$ cat config.mk
export PLATFORM = sky130hd
export DESIGN_NAME = ldst_unit
export DESIGN_NICKNAME = d
export VERILOG_FILES = /design/src/rtl/ldst_pkg.sv /design/src/rtl/ldst_rst_sync.sv /design/src/rtl/ldst_decode.sv /design/src/rtl/ldst_store_steer.sv /design/src/rtl/ldst_load_extend.sv /design/src/rtl/ldst_unit.sv
export SDC_FILE = /design/constraint.sdc
export NUM_CORES = 1
export LEC_CHECK = 0
export BUFFER_PORTS_ARGS = -buffer_cell sky130_fd_sc_hd__buf_2
export CAP_MARGIN = 20
export CELL_PAD_IN_SITES_DETAIL_PLACEMENT = 0
export CELL_PAD_IN_SITES_GLOBAL_PLACEMENT = 1
export CORE_MARGIN = 3
export CORE_UTILIZATION = 37
export CTS_CLUSTER_SIZE = 25
export DETAILED_ROUTE_END_ITERATION = 10
export GPL_TIMING_DRIVEN = 1
export PLACE_DENSITY = 0.88
export SLEW_MARGIN = 20
export SYNTH_ARGS = -nofsm -noshare
export SYNTH_HDL_FRONTEND = slang
export SYNTH_SLANG_ARGS = --single-unit
$ cat constraint.sdc
create_clock -name clk -period 4.1 [get_ports clk]
set_input_delay 0.82 -clock clk [delete_from_list [all_inputs] [get_ports clk]]
set_output_delay 0.82 -clock clk [all_outputs]
set_load 0.01 [all_outputs]
$ cat src/rtl/ldst_pkg.sv
package ldst_pkg;

  localparam int unsigned XLEN      = 32;
  localparam int unsigned NLANES    = XLEN / 8;
  localparam int unsigned LANE_W    = $clog2(NLANES);
  localparam int unsigned IMM_W     = 12;
  localparam int unsigned REG_IDX_W = 5;
  localparam int unsigned OPC_W     = 7;
  localparam int unsigned F3_W      = 3;

  localparam logic [OPC_W-1:0] OPC_LOAD  = 7'b0000011;
  localparam logic [OPC_W-1:0] OPC_STORE = 7'b0100011;

  typedef enum logic [1:0] {
    SZ_BYTE = 2'd0,
    SZ_HALF = 2'd1,
    SZ_WORD = 2'd2,
    SZ_RSVD = 2'd3
  } acc_size_e;

  typedef enum logic [1:0] {
    ST_IDLE = 2'd0,
    ST_REQ  = 2'd1,
    ST_RESP = 2'd2
  } lsu_state_e;

  typedef struct packed {
    logic                 is_load;
    logic                 is_store;
    logic                 bad_width;
    logic                 misalign;
    acc_size_e            size;
    logic                 zext;
    logic [REG_IDX_W-1:0] rd;
    logic [XLEN-1:0]      ea;
  } dec_t;

endpackage

$ cat src/rtl/ldst_rst_sync.sv
module ldst_rst_sync #(
  parameter int unsigned STAGES = 2
) (
  input  logic clk,
  input  logic rst_n_async,
  output logic rst_n_sync
);

  logic [STAGES-1:0] chain_q;

  always_ff @(posedge clk or negedge rst_n_async) begin
    if (!rst_n_async) begin
      chain_q <= '0;
    end else begin
      chain_q <= {chain_q[STAGES-2:0], 1'b1};
    end
  end

  assign rst_n_sync = chain_q[STAGES-1];

endmodule

$ cat src/rtl/ldst_decode.sv
module ldst_decode
  import ldst_pkg::*;
(
  input  logic [XLEN-1:0] instr_i,
  input  logic [XLEN-1:0] rs1_i,
  output dec_t            dec_o
);

  logic [OPC_W-1:0] opc;
  logic [F3_W-1:0]  f3;
  logic             ld, st;
  logic [IMM_W-1:0] imm12;
  logic [XLEN-1:0]  ea;
  acc_size_e        size;
  logic             unused_rs1_field;

  assign opc = instr_i[OPC_W-1:0];
  assign f3  = instr_i[14:12];
  assign ld  = (opc == OPC_LOAD);
  assign st  = (opc == OPC_STORE);
  assign unused_rs1_field = ^instr_i[19:15];

  // Store offsets are split around the rs2 field; load offsets are contiguous.
  always_comb begin
    if (st) imm12 = {instr_i[31:25], instr_i[11:7]};
    else    imm12 = instr_i[31:20];
  end

  assign ea   = rs1_i + {{(XLEN-IMM_W){imm12[IMM_W-1]}}, imm12};
  assign size = acc_size_e'(f3[1:0]);

  always_comb begin
    dec_o          = '0;
    dec_o.is_load  = ld;
    dec_o.is_store = st;
    dec_o.size     = size;
    dec_o.zext     = f3[2];
    dec_o.rd       = instr_i[11:7];
    dec_o.ea       = ea;
    // Loads allow 000,001,010,100,101; stores allow 000,001,010.
    if (ld)      dec_o.bad_width = (f3[1:0] == 2'b11) || (f3[2] && f3[1]);
    else if (st) dec_o.bad_width = f3[2] || (f3[1:0] == 2'b11);
    else         dec_o.bad_width = 1'b0;
    unique case (size)
      SZ_HALF: dec_o.misalign = ea[0];
      SZ_WORD: dec_o.misalign = (ea[LANE_W-1:0] != '0);
      default: dec_o.misalign = 1'b0;
    endcase
  end

endmodule

$ cat src/rtl/ldst_store_steer.sv
module ldst_store_steer
  import ldst_pkg::*;
(
  input  acc_size_e         size_i,
  input  logic [LANE_W-1:0] lane_i,
  input  logic [XLEN-1:0]   data_i,
  output logic [NLANES-1:0] be_o,
  output logic [XLEN-1:0]   data_o
);

  for (genvar i = 0; i < NLANES; i++) begin : g_lane
    localparam logic [LANE_W-1:0] IDX = LANE_W'(i);

    logic hit_byte, hit_half;
    assign hit_byte = (lane_i == IDX);
    assign hit_half = (lane_i[LANE_W-1:1] == IDX[LANE_W-1:1]);

    always_comb begin
      unique case (size_i)
        SZ_BYTE: begin
          be_o[i]         = hit_byte;
          data_o[8*i +: 8] = data_i[7:0];
        end
        SZ_HALF: begin
          be_o[i]         = hit_half;
          data_o[8*i +: 8] = data_i[8*(i%2) +: 8];
        end
        default: begin
          be_o[i]         = 1'b1;
          data_o[8*i +: 8] = data_i[8*i +: 8];
        end
      endcase
    end
  end

endmodule

$ cat src/rtl/ldst_load_extend.sv
module ldst_load_extend
  import ldst_pkg::*;
(
  input  logic [XLEN-1:0]   word_i,
  input  logic [LANE_W-1:0] lane_i,
  input  acc_size_e         size_i,
  input  logic              zext_i,
  output logic [XLEN-1:0]   value_o
);

  logic [XLEN-1:0] shifted;
  logic            fill_b, fill_h;

  assign shifted = word_i >> {lane_i, 3'b000};
  assign fill_b  = ~zext_i & shifted[7];
  assign fill_h  = ~zext_i & shifted[15];

  always_comb begin
    unique case (size_i)
      SZ_BYTE: value_o = {{(XLEN-8){fill_b}},  shifted[7:0]};
      SZ_HALF: value_o = {{(XLEN-16){fill_h}}, shifted[15:0]};
      default: value_o = shifted;
    endcase
  end

endmodule

$ cat src/rtl/ldst_unit.sv
module ldst_unit
  import ldst_pkg::*;
#(
  parameter int unsigned RST_SYNC_STAGES = 2
) (
  input  logic                   clk,
  input  logic                   rst_n,
  input  logic                   op_valid,
  output logic                   op_ready,
  input  logic [XLEN-1:0]        op_instr,
  input  logic [XLEN-1:0]        op_rs1,
  input  logic [XLEN-1:0]        op_rs2,
  output logic                   mem_req,
  output logic                   mem_we,
  output logic [XLEN-LANE_W-1:0] mem_word_addr,
  output logic [NLANES-1:0]      mem_be,
  output logic [XLEN-1:0]        mem_wdata,
  input  logic                   mem_ready,
  input  logic                   mem_rvalid,
  input  logic [XLEN-1:0]        mem_rdata,
  output logic                   rd_we,
  output logic [REG_IDX_W-1:0]   rd_idx,
  output logic [XLEN-1:0]        rd_data,
  output logic                   flag_misaligned,
  output logic                   flag_illegal
);

  localparam int unsigned WADDR_W = XLEN - LANE_W;

  logic rst_n_i;

  ldst_rst_sync #(.STAGES(RST_SYNC_STAGES)) u_rst (
    .clk         (clk),
    .rst_n_async (rst_n),
    .rst_n_sync  (rst_n_i)
  );

  // ---------------- issue-side decode and steering ----------------
  dec_t              dec;
  logic [NLANES-1:0] st_be;
  logic [XLEN-1:0]   st_data;

  ldst_decode u_dec (
    .instr_i (op_instr),
    .rs1_i   (op_rs1),
    .dec_o   (dec)
  );

  ldst_store_steer u_steer (
    .size_i (dec.size),
    .lane_i (dec.ea[LANE_W-1:0]),
    .data_i (op_rs2),
    .be_o   (st_be),
    .data_o (st_data)
  );

  // ---------------- control ----------------
  lsu_state_e state_q, state_d;
  logic       mem_op, accept, launch, fault_ill, fault_mis, capture_rd;

  assign mem_op     = dec.is_load | dec.is_store;
  assign accept     = op_valid && (state_q == ST_IDLE);
  assign fault_ill  = accept && mem_op && dec.bad_width;
  assign fault_mis  = accept && mem_op && !dec.bad_width && dec.misalign;
  assign launch     = accept && mem_op && !dec.bad_width && !dec.misalign;
  assign capture_rd = (state_q == ST_RESP) && mem_rvalid;

  // ---------------- request and return registers ----------------
  logic [WADDR_W-1:0]   addr_q;
  logic [NLANES-1:0]    be_q;
  logic [XLEN-1:0]      wdata_q;
  logic                 we_q;
  logic [LANE_W-1:0]    lane_q;
  acc_size_e            size_q;
  logic                 zext_q;
  logic [REG_IDX_W-1:0] rd_q;
  logic [XLEN-1:0]      rdat_q;
  logic                 wb_q, mis_q, ill_q;
  logic [XLEN-1:0]      ld_value;

  always_comb begin
    state_d = state_q;
    unique case (state_q)
      ST_IDLE: if (launch)     state_d = ST_REQ;
      ST_REQ:  if (mem_ready)  state_d = we_q ? ST_IDLE : ST_RESP;
      ST_RESP: if (mem_rvalid) state_d = ST_IDLE;
      default:                 state_d = ST_IDLE;
    endcase
  end

  always_ff @(posedge clk or negedge rst_n_i) begin
    if (!rst_n_i) state_q <= ST_IDLE;
    else          state_q <= state_d;
  end

  always_ff @(posedge clk or negedge rst_n_i) begin
    if (!rst_n_i) begin
      addr_q  <= '0;
      be_q    <= '0;
      wdata_q <= '0;
      we_q    <= 1'b0;
      lane_q  <= '0;
      size_q  <= SZ_BYTE;
      zext_q  <= 1'b0;
      rd_q    <= '0;
    end else if (launch) begin
      addr_q  <= dec.ea[XLEN-1:LANE_W];
      be_q    <= st_be;
      wdata_q <= st_data;
      we_q    <= dec.is_store;
      lane_q  <= dec.ea[LANE_W-1:0];
      size_q  <= dec.size;
      zext_q  <= dec.zext;
      rd_q    <= dec.rd;
    end
  end

  ldst_load_extend u_ext (
    .word_i  (mem_rdata),
    .lane_i  (lane_q),
    .size_i  (size_q),
    .zext_i  (zext_q),
    .value_o (ld_value)
  );

  always_ff @(posedge clk or negedge rst_n_i) begin
    if (!rst_n_i)        rdat_q <= '0;
    else if (capture_rd) rdat_q <= ld_value;
  end

  always_ff @(posedge clk or negedge rst_n_i) begin
    if (!rst_n_i) begin
      wb_q  <= 1'b0;
      mis_q <= 1'b0;
      ill_q <= 1'b0;
    end else begin
      wb_q  <= capture_rd;
      mis_q <= fault_mis;
      ill_q <= fault_ill;
    end
  end

  // ---------------- outputs ----------------
  assign op_ready        = (state_q == ST_IDLE);
  assign mem_req         = (state_q == ST_REQ);
  assign mem_we          = we_q;
  assign mem_word_addr   = addr_q;
  assign mem_be          = be_q;
  assign mem_wdata       = wdata_q;
  assign rd_we           = wb_q;
  assign rd_idx          = rd_q;
  assign rd_data         = rdat_q;
  assign flag_misaligned = mis_q;
  assign flag_illegal    = ill_q;

endmodule

# Yosys cells after proc, flatten, opt, wreduce, memory -nomap -nowiden
# Index checks and enable logic that the tools add are counted.
[word_totals]
romBits = 0
inputBits = 133
regBits = 116
latchBits = 0
mem_bits_rw = 0
output_inout_bits = 109
memories = 0
[classes]
n_lt_le_gt_ge = 0
n_eq_ne = 14
bitwise = 5
addsub = 1
mul = 0
n_div = 0
shifts = 1
muxes = 17
reduce_logical = 19
[op_table]
columns = ["operator", "n"]
rows = [
  ["32-bit one-hot mux with 2 select lines", 1],
  ["32-bit adder", 1],
  ["32-bit by 5-bit >> shifter with 32-bit output", 1],
  ["8-bit two-way mux", 2],
  ["8-bit one-hot mux with 2 select lines", 1],
  ["2-bit == test, second input constant", 5],
  ["1-bit one-hot mux with 2 select lines", 5],
  ["2-bit by 1-bit == test with 1-bit output, second input constant", 4],
  ["1-bit logical AND", 8],
  ["2-bit logical NOT", 4],
  ["2-bit two-way mux", 4],
  ["7-bit by 2-bit == test with 1-bit output, second input constant", 1],
  ["7-bit by 6-bit == test with 1-bit output, second input constant", 1],
  ["2-bit one-hot mux with 3 select lines", 1],
  ["5-bit two-way mux", 1],
  ["2-bit by 1-bit != test with 1-bit output, second input constant", 2],
  ["3-bit AND reduction", 1],
  ["1-bit bitwise AND", 2],
  ["1-bit logical NOT", 2],
  ["1-bit logical OR", 2],
  ["1-bit two-way mux", 2],
  ["2-bit != test, second input constant", 1],
  ["1-bit inverter", 2],
  ["2-bit nonzero test", 1],
  ["2 further kinds", 2],
]

# Longest topological paths before layout
# Gate-level depths: netlist of run 1.
[logic_depth]
depth_word = 9
mapped_depth = 16

# Hierarchy
# Synthesis of run 1 repeated with hierarchy kept, for this count alone.
[unflattened]
hier_cells = 708
hier_area_um2 = 7677.4
[by_module_without_submodules]
columns = ["module", "cells_per_inst", "instances", "area_per_inst_um2", "seq_area_each_um2"]
rows = [
  ["ldst_unit", 251, 1, 4325.4, 2852.7],
  ["ldst_decode", 291, 1, 1998.2, 0.0],
  ["ldst_load_extend", 103, 1, 768.2, 0.0],
  ["ldst_store_steer", 60, 1, 531.8, 0.0],
  ["ldst_rst_sync", 3, 1, 53.8, 50.0],
]

# Worst setup path after synthesis of run 1
# OpenSTA, ideal clock, no wires.
[synth_timing]
path_kind = "input to register"
from = "in op_instr[3]"
to = "reg addr_q[18], in the netlist mem_word_addr[18]"
t_required_ns = 4.005
arrival_time_ns = 3.593
setup_slack_ns = 0.411
path_buffers = 3
path_stages = 16
path_cell_list = "nor4_1 -> and3_1 -> nand2_1 -> mux2_2 -> ha_1 -> inv_1 -> fa_1 -> nand2b_1 -> a22o_1 -> nand2_1 -> nand2b_1 -> clkbuf_1 -> buf_2 -> buf_1 -> nand2_1 -> o31ai_1"
[synth_between]
elab_chain_len = 7
[synth_lines]
columns = ["element", "line", "source"]
rows = [
  ["start, declared", "ldst_unit.sv:10", "input logic [XLEN-1:0] op_instr,"],
  ["7-bit by 6-bit == test with 1-bit output", "ldst_decode.sv:20", "assign st = (opc == OPC_STORE);"],
  ["5-bit two-way mux", "ldst_decode.sv:25", "if (st) imm12 = {instr_i[31:25], instr_i[11:7]};"],
  ["32-bit adder", "ldst_decode.sv:29", "assign ea = rs1_i + {{(XLEN-IMM_W){imm12[IMM_W-1]}}, imm12};"],
  ["2-bit nonzero test", "ldst_decode.sv:46", "SZ_WORD: dec_o.misalign = (ea[LANE_W-1:0] != '0);"],
  ["1-bit one-hot mux with 2 select lines", "ldst_decode.sv:44", "unique case (size)"],
  ["1-bit logical NOT", "ldst_unit.sv:65", "assign launch = accept && mem_op && !dec.bad_width && !dec.misalign;"],
  ["1-bit logical AND", "ldst_unit.sv:65", ""],
  ["end signal, assigned", "ldst_unit.sv:107", "addr_q <= dec.ea[XLEN-1:LANE_W];"],
  ["end, declared", "ldst_unit.sv:69", "logic [WADDR_W-1:0] addr_q;"],
]
# Parallel ways exist; a longest one is shown, timed or not.
# A chain may end at the register's enable or synchronous reset.

# Worst setup path in the final report of run 1
[layout_timing]
from = "in op_instr[3]"
to = "reg wdata_q[18], in the netlist mem_wdata[18]"
[layout_between]
elab_chain_len = 7
[layout_lines]
columns = ["element", "line", "source"]
rows = [
  ["7-bit by 6-bit == test with 1-bit output", "ldst_decode.sv:20", ""],
  ["5-bit two-way mux", "ldst_decode.sv:25", ""],
  ["32-bit adder", "ldst_decode.sv:29", ""],
  ["2-bit nonzero test", "ldst_decode.sv:46", ""],
  ["1-bit one-hot mux with 2 select lines", "ldst_decode.sv:44", ""],
  ["1-bit logical NOT", "ldst_unit.sv:65", ""],
  ["1-bit logical AND (*)", "ldst_unit.sv:65", ""],
  ["end signal, assigned", "ldst_unit.sv:109", "wdata_q <= st_data;"],
  ["end, declared", "ldst_unit.sv:71", "logic [XLEN-1:0] wdata_q;"],
]
# Mark *: on every way between the ends. The rest lies on a longest branch, timed or not.

==> summary.md, run 1 <==
| Metric | Value |
|---|---|
| Outcome | finished, final reports clean |
| Highest attainable clock frequency | 273 MHz |
| Period utilisation layout | between 80% and 90% |
| Area overhead of the layout relative to synthesis | 28.1% |
| Synthesis-stage register bit count | 116 |
| Endpoint class of the critical path | flop |
| Number of inserted filler cells in the final layout | 1832 |
| Critical setup path kind | input port to flop |
| Number of nets in the layout | 1209 |
| Routability Congestion | around 0.86 |
| Number of DRC violations after detailed routing | 0 |
| Yosys top cell by area | sky130_fd_sc_hd__dfrtp_1 |
| Floorplan die area | around 21000 µm² |
| Detail Route Antenna Nets | 0 |
| Setup repair after global routing missed its margin | false |
| Clock transition at the register clock pins on the worst setup and hold paths after CTS | 0.05 ns |
| Num CTS Buffers | 17 |
| Number of top-level pins | roughly 240 |
| Predominant post-synthesis flop cell | sky130_fd_sc_hd__dfrtp_1 |
| Setup tns final | 0 ns |
| Initial core utilization | 37.8% |
| Clock tree from TritonCTS | yes |
| Synthesized Nets | 987 |
| Capture point of the worst reg-to-reg path | rd_data[19] |
| CP required | 4.36 ns |
| Multi-input gate area in the final layout | 3950 µm² |
| Largest clock skew in the final design | 0.0101 ns |
| Leakage | 4.62 nW |
| Most common cell in the synthesized netlist | sky130_fd_sc_hd__nand2_1 |
| Max-cap check violation count | 0 |
| CTS Root Buffer Type | sky130_fd_sc_hd__clkbuf_16 |
| Area of all sequential standard cells | 2910 µm² |
| Die outline width | 144 µm |
| Top cells by area in the synthesized netlist | sky130_fd_sc_hd__dfrtp_1 41%, sky130_fd_sc_hd__nand2_1 9.6%, sky130_fd_sc_hd__ha_1 6.2%, sky130_fd_sc_hd__mux2i_1 4.5%, sky130_fd_sc_hd__o21ai_0 4.4% |
| Power per standard cell area | approximately 410 nW/µm² |
| DPL Wire Length | 16.4 mm |
| Critical path launch point type | input port |
| Worst r2r src | lane_q[0] |
| End point of the critical path | mem_wdata[18] |
| Worst hold path type | input port to async pin |
| Std-Cell Core Area | 18800 µm² |
| Setup slack of the worst register-to-register path | 1.60 ns |
| Post-synthesis sequential area ratio | about two fifths |
| Relative max-transition margin | 33.7% |
| Number of synthesized flops with an enable pin | 0 |
| Clock Tree Buf Depth | 2 |
| Total setup violations reported at the end of the flow | 0 |
| Minimum period implied by the final worst setup slack | about 3.7 ns |
| Number of resized instances in the post-cts repair step | 0 |
| Share of layout cells above drive strength 1 | 30.4% |
| DRC violation total after the first TritonRoute iteration | 371 |
| Yosys Warn Count | 0 |
| Clock latency reported for the late side of the worst-skew pair | roughly 0.41 ns |
| Smallest hold slack | 0.182 ns |
| Antenna diodes | 0 |
| First-pass GRT wire length | 33.4 mm |
| Arr. time, crit path | 3.93 ns |
| IO buf count | 236 |
| Highest cell delay on the worst timing path | 0.52 ns |
| Count of hold-fix buffers inserted at cts | 0 |
| Number of distinct library cells after synthesis | 70 |
| Synth Area per Inst | 8.67 µm² |
| Die span in y | 144 µm |
| Async set-reset flop share out of synthesis | 100% |
| Via density | 5.22 |
| Global router's overall resource usage | 20.3% |
| Largest fanout on the critical path | 37 |
| Most instantiated cells after synthesis | 181 x sky130_fd_sc_hd__nand2_1, 116 x sky130_fd_sc_hd__dfrtp_1, 63 x sky130_fd_sc_hd__o21ai_0 |
| Worst-path cell chain | buf_2, nor4_1, and3_1, nand2_1, mux2_2, ha_1, inv_1, fa_1, nand2b_1, a22o_1, nand2_1, nand2b_4, buf_4, o21ai_0 |
| Row count | 50 |
| Slowest stage cell on the critical path | sky130_fd_sc_hd__fa_1 |
| Number of hold-slack violations in the final timing report | 0 |
| Clock Sink Count | 116 |
| H-tree levels | 4 |
| Largest net degree at the start of global routing | a little over 70 |
| Power after layout | 3.76 mW |
| Initial antenna violation count | 0 |
| Share of the synthesized area in the top cell type | between 40% and 50% |
| Number of buffers inserted to repair setup after CTS | 0 |
| R2r worst-path depth | 7 |
| Routed len/inst | 16.6 µm |
| Overall via count from detail_route | approximately 6700 |
| Tightest Pin Transition | 0.994 ns |
| Most used cell, CP | sky130_fd_sc_hd__nand2_1 |
| Syn Std Cell Area | 7090 µm² |
| Number of cells produced by synthesis | 818 |
| Detailed-route wire length | approximately 21 mm |
| Worst ir drop on vdd | 258 µV |
| Length of the first detailed-routing pass in iterations | 4 |
| Overflow left after global routing | 0 |
| Final number of max-transition violations | 0 |
| Critical Path Start | op_instr[3] |
| Via count of the first global-routing pass | 6500 |
## worst max-delay path: cells and delay by family
family | cells | cell delay [ns]
adder cells (fa/ha/maj) | 2 | 0.72
AND/OR/NAND/NOR | 6 | 1.13
buffers and inverters | 3 | 0.54
multiplexers | 1 | 0.33
AO/OA/AOI/OAI | 2 | 0.36
## state kept, by name (all words and copies together), names as in the netlist
| signal | flops |
|---|---|
| mem_wdata | 32 |
| rd_data | 32 |
| mem_word_addr | 30 |
| rd_idx | 5 |
| mem_be | 4 |
| lane_q | 2 |
| size_q | 2 |
| state_q | 2 |
| u_rst.chain_q | 2 |
| flag_illegal | 1 |
| flag_misaligned | 1 |
| mem_we | 1 |
| rd_we | 1 |
| zext_q | 1 |
## cell usage in the layout (no fill, tap or decap), types with 8 or more instances in the layout
cell type and count:
sky130_fd_sc_hd__nand3_1 12, sky130_fd_sc_hd__a22oi_1 9, sky130_fd_sc_hd__and3_1 9, sky130_fd_sc_hd__mux2i_1 32, sky130_fd_sc_hd__buf_4 14, sky130_fd_sc_hd__o21ai_0 63
sky130_fd_sc_hd__nor2_1 62, sky130_fd_sc_hd__clkbuf_16 17, sky130_fd_sc_hd__o211ai_1 10, sky130_fd_sc_hd__xor2_1 11, sky130_fd_sc_hd__a21oi_1 50, sky130_fd_sc_hd__xnor2_1 10
sky130_fd_sc_hd__mux2_2 14, sky130_fd_sc_hd__ha_1 35, sky130_fd_sc_hd__o22a_1 8, sky130_fd_sc_hd__nand4_1 8, sky130_fd_sc_hd__a31oi_1 13, sky130_fd_sc_hd__buf_2 236
sky130_fd_sc_hd__a21o_1 14, sky130_fd_sc_hd__nand2_1 181, sky130_fd_sc_hd__dfrtp_1 115, sky130_fd_sc_hd__inv_1 14, sky130_fd_sc_hd__nand2b_1 10
## stage by stage
stage	util, %	setup WS, ns	area (µm²)	instances
after floorplan	-	0.411	7090	818
after global placement	45.3	0.0939	8500	1255
after detailed placement	45.3	0.0169	8500	1255
after CTS	48.4	0.449	9090	1286
after global routing	48.4	0.235	9090	1286
final	48.4	0.434	9090	1286
## power by group
| group | switching, mW | leakage (nW) | internal [mW] | total (mW) |
|---|---|---|---|---|
| registers | 0.0907 | 1.52 | 1.29 | 1.38 |
| logic | 0.506 | 2.80 | 0.381 | 0.887 |
| clock network | 0.516 | 0.292 | 0.979 | 1.50 |
| total | 1.11 | 4.62 | 2.65 | 3.76 |
## worst min path at each step
stage                     start          endpoint  depth (start not counted)
6_report                  rst_n  u_rst.chain_q[0]                          1
5_1_grt                   rst_n  u_rst.chain_q[1]                          1
4_1_cts                   rst_n  u_rst.chain_q[1]                          1
3_5_place_dp   u_rst.chain_q[0]  u_rst.chain_q[1]                          0
3_3_place_gp   u_rst.chain_q[0]  u_rst.chain_q[1]                          0
2_1_floorplan  u_rst.chain_q[0]  u_rst.chain_q[1]                          0
## metal layers
metal	GRT usage [%]	part of all wire, %	vias to the layer above
met5	0	0	-
met4	6.23	1.7	0
met3	4.70	5.5	20
met2	34.3	49	212
met1	25.8	43	3140
li1	-	-	3337
## area by class of cell
class	instances	share of cell area [%]
Clock inverter	10	1.45
Timing Repair Buffer	250	14.2
Multi-Input combinational cell	640	43.5
Inverter	15	0.620
Sequential cell	116	32.0
Clock buffer	21	5.07
Tap cell	234	3.22
## kinds of logic after synthesis
logic type	Yosys count	share of synthesized area (%)
AO/OA/AOI/OAI	224	20.9
adder cells (fa/ha/maj)	36	6.46
AND/OR/NAND/NOR	312	18.8
multiplexers	46	6.74
other	1	0.0529
XOR/XNOR	21	2.59
buffers and inverters	62	3.53
flip-flops	116	40.9
Note: power is estimated with default switching activity, not from simulation.
==> run 2: changes to the inputs <==
Settings changed: REMOVE_ABC_BUFFERS from default to 1.
==> run 2 against run 1 <==
Against the previous run: maximum frequency down 0.28%; cell count up 0.23%; clock-buffer cell count up 2; die area unchanged; via count up 0.12%; wire length up 0.63%; critical path depth up 1; clock skew down 0.0020 ns; hold slack better by 0.0054 ns; setup slack worse by 0.010 ns; design area up 0.94%; sequential share of layout area down 0.30 points; critical path type unchanged; critical endpoint is now mem_word_addr[18]; largest cell class unchanged.
==> summary.md, run 2 (synthesis gave the netlist of run 1 again) <==
| Metric | Value |
|---|---|
| Number of resized instances in the post-cts repair step | 0 (unchanged) |
| Number of top-level pins | 242 (unchanged) |
| Tightest Pin Transition | 0.976 ns (-0.0183 ns) |
| Endpoint class of the critical path | flop |
| Max-cap check violation count | 0 (unchanged) |
| Critical setup path kind | input port to flop |
| CTS Root Buffer Type | sky130_fd_sc_hd__clkbuf_16 |
| Largest net degree at the start of global routing | 61 (-14%) |
| IO buf count | 236 (unchanged) |
| Clock Sink Count | 116 (unchanged) |
| Overall via count from detail_route | 6717 (+0.12%) |
| Largest clock skew in the final design | 0.00812 ns (-0.00203 ns) |
| Busiest layer in global routing | met2 |
| Power per standard cell area | 422 nW/µm² (+1.8%) |
| Period utilisation layout | 89.7% (+0.25 points) |
| Clock transition at the register clock pins on the worst setup and hold paths after CTS | 0.05 ns (about the same) |
| H-tree levels | 4 (unchanged) |
| Detailed-route wire length | 21.5 mm (+0.63%) |
| Row count | 50 (unchanged) |
| Outcome | finished, final reports clean |
| Number of DRC violations after detailed routing | 0 (unchanged) |
| Num CTS Buffers | 17 (unchanged) |
| Number of buffers inserted to repair setup after CTS | 0 (unchanged) |
| Count of hold-fix buffers inserted at cts | 0 (unchanged) |
| Arr. time, crit path | 3.98 ns (+0.05 ns) |
| Initial core utilization | 37.8% (unchanged) |
| Total setup violations reported at the end of the flow | 0 (unchanged) |
| Setup repair after global routing missed its margin | false |
| Share of layout cells above drive strength 1 | 30.6% (+0.13 points) |
| Highest attainable clock frequency | 272 MHz (-0.28%) |
| Number of hold-slack violations in the final timing report | 0 (unchanged) |
| Die outline width | 144 µm (unchanged) |
| Fraction of met2 tracks used by global routing | 34.4% (+0.12 points) |
| Final worst slack | 0.424 ns (-0.0104 ns) |
| Routing usage on met3 | 4.43% (-0.26 points) |
| Worst hold path type | input port to async pin |
| Detail Route Antenna Nets | 0 (unchanged) |
| Setup tns final | 0 ns (unchanged) |
| Overflow left after global routing | 0 (unchanged) |
| Initial antenna violation count | 1 (+1) |
| GR Util met1 | 25.6% (-0.17 points) |
| Clock Tree Buf Depth | 2 (unchanged) |
| Via density | 5.21 (-0.11%) |
| Floorplan die area | 20900 µm² (unchanged) |
| DRC violation total after the first TritonRoute iteration | 236 (-36%) |
| Critical path launch point type | input port |
| DPL Wire Length | 16.4 mm (-0.31%) |
| Relative max-transition margin | 34.9% (+1.2 points) |
| Routability Congestion | 0.933 (+9.0%) |
| Global router's overall resource usage | 20.4% (+0.15 points) |
| CP required | 4.40 ns (+0.04 ns) |
| Final number of max-transition violations | 0 (unchanged) |
| First-pass GRT wire length | 33.8 mm (+1.4%) |
| Std-Cell Core Area | 18800 µm² (unchanged) |
| Number of inserted filler cells in the final layout | 1841 (+0.49%) |
| Largest fanout on the critical path | 6 (-84%) |
| Clock latency reported for the late side of the worst-skew pair | 0.41 ns (about the same) |
| Worst ir drop on vdd | 264 µV (+2.5%) |
| Area overhead of the layout relative to synthesis | 29.3% |
| Die span in y | 144 µm (unchanged) |
| Post-placement worst setup slack | 0.0781 ns (+0.0612 ns) |
| Routed len/inst | 16.7 µm (+0.40%) |
| Number of nets in the layout | 1211 (+0.17%) |
| Clock tree from TritonCTS | yes |
| Minimum period implied by the final worst setup slack | 3.68 ns (+0.0104 ns) |
| Length of the first detailed-routing pass in iterations | 8 (+4) |
| Leading cell type in the layout, fill and taps excluded | sky130_fd_sc_hd__buf_2 |
| Most frequent cells in the layout | 236 x sky130_fd_sc_hd__buf_2, 181 x sky130_fd_sc_hd__nand2_1, 115 x sky130_fd_sc_hd__dfrtp_1 |
| Leakage | 4.65 nW (+0.78%) |
| Via count of the first global-routing pass | 6624 (+1.9%) |
==> run 2: changes by cell type in the layout (fill, tap and decap cells not counted) <==
cell                        previous run  this run
sky130_fd_sc_hd__clkinv_2              5         2
sky130_fd_sc_hd__buf_12                0         2
sky130_fd_sc_hd__clkbuf_8              2         4
sky130_fd_sc_hd__bufinv_16             3         4
sky130_fd_sc_hd__clkinv_4              1         0
sky130_fd_sc_hd__diode_2               0         1
sky130_fd_sc_hd__inv_6                 0         1
==> run 2: power by group <==
| group | switching [mW] | total, mW | internal (mW) |
|---|---|---|---|
| Sequential | 0.0967 | 1.39 | 1.29 |
| Clock | 0.521 | 1.60 | 1.08 |
| Combinational | 0.498 | 0.882 | 0.383 |
==> run 2: per-layer routing <==
layer	vias to the layer above	part of all wire [%]
met5	-	0.060
met4	2	2.7
met3	37	5.6
met2	208	48
met1	3131	43
li1	3339	-
==> run 2: path summary, 6_finish.rpt <==
kind / startpoint / endpoint / slack, ns / cells after the start
setup / recovery: op_instr[3] / mem_word_addr[18] / 0.42 / 15
hold / removal: rst_n / u_rst.chain_q[1] / 0.19 / 1
setup reg to reg: lane_q[1] / rd_data[22] / 1.35 / 6
hold reg to reg: u_rst.chain_q[0] / u_rst.chain_q[1] / 0.36 / 0
max in group asynchronous: u_rst.chain_q[1] / mem_word_addr[15] / 2.73 / 1
min in group clk: u_rst.chain_q[0] / u_rst.chain_q[1] / 0.36 / 0
==> run 2: final cells by class <==
| type | count | area [µm²] | area share (%) |
|---|---|---|---|
| well taps | 234 | 293 | 3.19 |
| inverters | 15 | 56.3 | 0.614 |
| repair buffers | 252 | 1330 | 14.5 |
| multi-input cells | 640 | 3950 | 43.1 |
| clock buffers | 23 | 488 | 5.32 |
| clock inverters | 8 | 146 | 1.60 |
| diodes | 1 | 2.50 | 0.0273 |
| flip-flops and latches | 116 | 2910 | 31.7 |
==> run 2: per-stage QoR <==
stage,hold WS [ns],util (%),instance area (µm²),instances,power [mW]
global route,0.162,48.9,9170,1288,4.08
CTS,0.161,48.9,9170,1288,3.92
global placement,0.340,45.5,8540,1257,2.28
detailed placement,0.337,45.5,8540,1257,2.29
finish,0.188,48.9,9170,1289,3.87
floorplan,0.331,-,6900,771,1.92
==> run 2: worst max-delay path, cell delays in order <==
cell and delay (ns):
sky130_fd_sc_hd__buf_2 0.10, sky130_fd_sc_hd__nor4_1 0.25, sky130_fd_sc_hd__and3_1 0.23, sky130_fd_sc_hd__nand2_1 0.18, sky130_fd_sc_hd__mux2_2 0.28, sky130_fd_sc_hd__ha_1 0.17, sky130_fd_sc_hd__inv_1 0.06, sky130_fd_sc_hd__fa_1 0.39
sky130_fd_sc_hd__nor2b_1 0.16, sky130_fd_sc_hd__o2111ai_1 0.15, sky130_fd_sc_hd__a21boi_2 0.28, sky130_fd_sc_hd__o221ai_2 0.18, sky130_fd_sc_hd__a211oi_1 0.38, sky130_fd_sc_hd__nor3_1 0.09, sky130_fd_sc_hd__o31ai_1 0.25
